File: src/rtl/xpt_port.sv
module xpt_port #(
  parameter int W     = 16,
  parameter int DEPTH = 8
) (
  input  logic         clk,
  input  logic         rst,
  input  logic         mode_sel,
  input  logic         wr_blk,
  input  logic         rd_blk,
  input  logic         wr_valid,
  input  logic [W-1:0] wr_data,
  output logic         wr_ack,
  input  logic         rd_valid,
  output logic [W-1:0] rd_data,
  output logic         rd_ack,
  output logic         mode_act,
  output logic         ovf,
  output logic         udf
);
  localparam int AW = (DEPTH > 1) ? $clog2(DEPTH) : 1;
  localparam int CW = $clog2(DEPTH + 1);

  logic [W-1:0]  mem [DEPTH];
  logic [AW-1:0] wp, rp;
  logic [CW-1:0] cnt, cnt_n;
  logic          full_q, empty_q, mode_q, ovf_q, udf_q;
  logic [W-1:0]  last_q;
  logic          fire, push, pop, drop_w, starve_r;

  assign fire  = mode_q & wr_valid & rd_valid;
  assign push  = ~mode_q & wr_valid & ~full_q;
  assign pop   = ~mode_q & rd_valid & ~empty_q;
  assign cnt_n = cnt + CW'(push) - CW'(pop);

  assign wr_ack = mode_q ? (wr_valid & (rd_valid | ~wr_blk))
                         : (wr_valid & (~full_q | ~wr_blk));
  assign rd_ack = mode_q ? (rd_valid & (wr_valid | ~rd_blk))
                         : (rd_valid & (~empty_q | ~rd_blk));

  assign rd_data = fire ? wr_data : (pop ? mem[rp] : last_q);

  assign drop_w   = wr_valid & ~wr_blk & (mode_q ? ~rd_valid : full_q);
  assign starve_r = rd_valid & ~rd_blk & (mode_q ? ~wr_valid : empty_q);

  assign mode_act = mode_q;
  assign ovf      = ovf_q;
  assign udf      = udf_q;

  always_ff @(posedge clk)
    if (push) mem[wp] <= wr_data;

  always_ff @(posedge clk) begin
    if (rst) begin
      wp      <= '0;
      rp      <= '0;
      cnt     <= '0;
      full_q  <= 1'b0;
      empty_q <= 1'b1;
      mode_q  <= 1'b0;
      ovf_q   <= 1'b0;
      udf_q   <= 1'b0;
      last_q  <= '0;
    end else begin
      if (push) wp <= (wp == AW'(DEPTH - 1)) ? '0 : wp + 1'b1;
      if (pop)  rp <= (rp == AW'(DEPTH - 1)) ? '0 : rp + 1'b1;
      cnt     <= cnt_n;
      full_q  <= (cnt_n == CW'(DEPTH));
      empty_q <= (cnt_n == '0);
      if (fire | pop)       last_q <= rd_data;
      if (drop_w)           ovf_q  <= 1'b1;
      if (starve_r)         udf_q  <= 1'b1;
      if (empty_q & ~push)  mode_q <= mode_sel;
    end
  end
endmodule

File: config.mk
export PLATFORM = sky130hd
export DESIGN_NAME = xpt_port
export DESIGN_NICKNAME = d
export VERILOG_FILES = /design/src/rtl/xpt_port.sv
export SDC_FILE = /design/constraint.sdc
export NUM_CORES = 1
export LEC_CHECK = 0
export CAP_MARGIN = 25
export CORE_ASPECT_RATIO = 1.25
export CORE_UTILIZATION = 45
export DETAILED_ROUTE_END_ITERATION = 6
export SLEW_MARGIN = 25
export SYNTH_ARGS = -nofsm -noshare
export SYNTH_HDL_FRONTEND = slang
export SYNTH_SLANG_ARGS = --single-unit
File: constraint.sdc
create_clock -name clk -period 5.4 [get_ports clk]
set_input_delay 1.08 -clock clk [delete_from_list [all_inputs] [get_ports clk]]
set_output_delay 1.08 -clock clk [all_outputs]
set_load 0.02 [all_outputs]
# Word-level counts from Yosys, hierarchy flattened
# Memory sizes are Yosys's and may differ from the RTL's. A register that Yosys moved wholly into a read port is not among the register bits.
# Cells that the tools add are included.
# totals
regBits	31
ram_bits	128
in_bits	23
output_inout_bits	21
elab_cells	58
memories	1
# mem_list
memory	depth	width	rd	rd_clocked_by_memory_dff	write_ports	line_no	source
mem	8	16	1	1	1	23	logic [W-1:0] mem [DEPTH];
# classes
n_addsub	4
n_eq_ne	3
n_mux	12
n_bitwise	28
n_reduce_logical	1
# op_table
cell	n
two-way mux 16 bit	2
bitwise AND 1 bit	15
two-way mux 3 bit	4
NOT 1 bit	8
adder 3 x 1 -> 3 bit (second input constant)	2
equality test 3 bit (second input constant)	2
two-way mux 1 bit	6
OR 1 bit	5
adder 4 x 1 -> 4 bit	1
equality test 4 bit (second input constant)	1
zero test 4 bit	1
subtractor 4 x 1 -> 4 bit	1

# Logic depth before layout (Yosys ltp)
# logic_depth
word_depth	6
depth_mapped	10
mapped_depth_nobuf	9

# Least setup slack after synthesis
# Ideal clock, no wire load.
# synth_path
kind	in2reg
start	in wr_valid
end	mem mem[0][0], enable pin
setup_time_ps	430
t_arrival_ps	3380
required_ps	4970
slack_ps	1590
stages	4
n_path_buf	2
path_cell_list	buf_2 > or3b_1 > buf_2 > nor4_1
# synth_via
elab_chain_cells	4
# synth_lines
item	line_no	source
start, declared	10	input logic wr_valid,
bitwise AND 1 bit (2 in series)	31	assign push = ~mode_q & wr_valid & ~full_q;
two-way mux 1 bit	50	if (push) mem[wp] <= wr_data;
two-way mux 1 bit (implied by the code)	50	
end, declared	23	
# Every way passes these cells.

# Worst setup path in the final report
# layout_path
start	reg mode_q (netlist: mode_act)
end	out rd_data[15]
# layout_via
elab_chain_cells	5
word_cells_on_any_way	7
cone_classes	mux (2); bitwise (5)
# layout_lines
item	line_no	source
start, declared	26	logic full_q, empty_q, mode_q, ovf_q, udf_q;
start signal, assigned	72	if (empty_q & ~push) mode_q <= mode_sel;
NOT 1 bit	32	assign pop = ~mode_q & rd_valid & ~empty_q;
bitwise AND 1 bit (2 in series)	32	
two-way mux 16 bit	40	assign rd_data = fire ? wr_data : (pop ? mem[rp] : last_q);
two-way mux 16 bit (*)	40	
end, declared	14	output logic [W-1:0] rd_data,
# Mark *: on every way between the ends. The rest lies on a longest branch, timed or not.

==> reports/results.ini <==
[status]
status=complete, but fails checks
violations=DRC

[critical_path]
worst_setup_path_start_kind=register
cp_max_fo=24
required_ns=4.32
ff2ff_path_depth=9
worstSetupPathType=register to output pin
r2r_slack_ns=2.11
cp.arrival_ns=3.43
end_kind=output pin
r2r_start=mode_act
crit_start=mode_act

[floorplan]
rows=49
fp.dieW_um=112
ios=44
die-area_sq_um=15600
coreArea_sq_um=14600
die_h_um=140
initial_core_util=0.467

[timing]
min_period_ns=4.51
tns_ns=0
rsz0062_at_grt=no
slew_headroom=0.263
fin_skew_ns=0.00625
worst_slew_pin_slew_ns=1.10
slew_violations=0
finalHoldViolCount=0
setup_viol=0
fmax_mhz=222
fin_crit_sh=0.835

[clocking]
cts_tree=built
root_buffer=clkbuf_16
insertion_delay_ns=0.42
postCtsSetupRepairBufs=0
clk_pin_slew_worst_paths_ns=0.06
cts_resized=0
cts_hold_buf=0
clockBufferDepth=2
cts.sinks=162
cts-htree-levels=4
cts_buffers=17

[synthesis]
synthXorXnorAreaFrac=0.00386
synth_seq_cells=162
synth-simple-area-share=0.0790
ys_types=42
synthAdderAreaFrac=0.0158
synth.mux.area_fraction=0.109
syn_area_per_cell_sq_um=14.5
syn_nets=502
ys_seq_area_frac=0.665
synth_top_family_by_area=multiplexers
synth_cells=471
synth_compound_area_frac=0.0969
ys_warn_count=0
netlist_area_sq_um=6810

[drt]
drt_iter0_drc=251
ant_nets=0
via_count=3999
post_drt_via_cell_ratio=5.59
totalWireLength_um=15000
firstDrtPassIters=6
wl_per_cell_um=21.0
drc=3

[run]
cap_violations=0

[placement]
place_inst=683
hpwl_um=9050
place_area_sq_um=7440
gp_congestion=0.705
io_buffers=43

[power_and_ir_drop]
power.density_nw_per_um2=440
vdd_drop_max_mv=0.253
p_leak_nw=2.70

[layout]
final_nets=555
fin_cells=715
stdcell_area_sq_um=8040
drive_above_1_share=0.155
num_antenna_cells=0
area_growth_pct=18.1

[global_route]
use_met3=0.0457
grt_max_degree=29
grt_pass1_wl_um=23100
antenna_found_initial=0
gr-usage-met2=0.354
global_route.usage.met1=0.244
grt-ovfl-total=0
track_usage=0.205
gr-max-usage-layer=met2
grt_pass1_vias=4156

[hold_path]
hold_path.startpoint=ovf
min_path_type=register to register
hold_depth=2

[cell type report]
cell class / instances / area (sq um)
Clock buffer: 17 / 425
Tap cell: 178 / 223
Clock inverter: 15 / 165
Fill cell: 1200 / 6550
Inverter: 7 / 26.3
Sequential cell: 162 / 4530
Timing Repair Buffer: 61 / 566
Multi-Input combinational cell: 275 / 2100
[final timing paths]
| check | end |
|---|---|
| worst max register to register | full_q |
| worst min-delay path | ovf |
| worst max-delay path | rd_data[15] |
| worst min register to register | ovf |
[cells by family (layout without fill, tap and decap cells)]
| family | after synthesis | in the layout |
|---|---|---|
| compound gates | 87 | 87 |
| xor+xnor | 3 | 3 |
| fa+ha+maj | 8 | 8 |
| buf+inv | 34 | 100 |
| flops | 162 | 162 |
| mux | 52 | 52 |
| simple gates | 125 | 125 |
[sequential cells by signal, indices dropped and copies added (netlist names), named ones only]
register,flops
cnt,4
empty_q,1
full_q,1
last_q,16
mem,128
mode_act,1
ovf,1
rp,3
udf,1
wp,3
[worst max-delay path: stages, from the launching register on]
cell and delay (ns):
dfxtp_1 1.00, nand2_1 0.77, o22ai_1 0.39, a21oi_1 0.10
nand2_1 0.11, clkdlybuf4s50_1 0.61
[cells in the final DEF (no fill, tap or decap), types with 3 or more instances in the layout]
cell,n
mux4_1,6
mux4_2,10
mux2i_1,35
a21oi_1,23
and2_1,3
a22oi_1,15
a211oi_2,14
nor3_2,4
o211ai_1,9
dfxtp_1,33
edfxtp_1,128
clkdlybuf4s50_1,43
nand2_1,57
bufinv_16,3
clkinv_2,5
inv_1,7
buf_4,18
nand2b_1,8
nor2_1,34
clkbuf_16,17
ha_1,7
nor2b_1,6
o22ai_1,16
nand3_1,7
[layer usage]
layer  wire length (um)  vias up
li1                   -     1908
met1               6240     1970
met2               7720       94
met3                777       27
met4                273        0
met5                  0        -
[metrics by stage]
stage | setup WS [ns] | power [mW] | hold slack (ns) | utilization
final | 0.890 | 3.54 | 0.503 | 0.551
after global routing | 0.681 | 3.69 | 0.542 | 0.551
after CTS | 0.888 | 3.57 | 0.507 | 0.551
after detailed placement | 1.04 | 2.36 | 0.492 | 0.510
after global placement | 1.04 | 2.35 | 0.453 | 0.510
after floorplan | 1.59 | 2.10 | 0.469 | -
[report_power, final]
group | internal, mW | switching [mW]
clock | 0.723 | 0.482
combinational | 0.344 | 0.437
sequential | 1.46 | 0.0880
[synthesized netlist by cell type, drive strengths merged]
| library cell | count | share of area |
|---|---|---|
| nor2 | 35 | 0.019 |
| nor4 | 1 | 0.00092 |
| nand3 | 7 | 0.0051 |
| a21oi | 24 | 0.019 |
| xnor2 | 1 | 0.0013 |
| o211ai | 10 | 0.012 |
| nand2 | 57 | 0.031 |
| ha | 7 | 0.013 |
| edfxtp | 128 | 0.56 |
| buf | 22 | 0.024 |
| o21ai | 1 | 0.00073 |
| mux2 | 1 | 0.0017 |
| xor2 | 2 | 0.0026 |
| fa | 1 | 0.0029 |
| or2 | 1 | 0.00092 |
| a31oi | 2 | 0.0018 |
| a211oi | 16 | 0.028 |
| mux4 | 16 | 0.056 |
| o22ai | 16 | 0.015 |
| and2 | 3 | 0.0028 |
| nor3 | 6 | 0.0044 |
| nor2b | 6 | 0.0055 |
| a21o | 1 | 0.0011 |
| nand2b | 8 | 0.0074 |
| dfxtp | 34 | 0.10 |
| inv | 7 | 0.0039 |
| mux2i | 35 | 0.051 |
| a22oi | 16 | 0.018 |
| clkbuf | 5 | 0.0029 |
| a21boi | 1 | 0.0011 |
| or3b | 1 | 0.0013 |
Note: power is estimated with default switching activity, not from simulation.
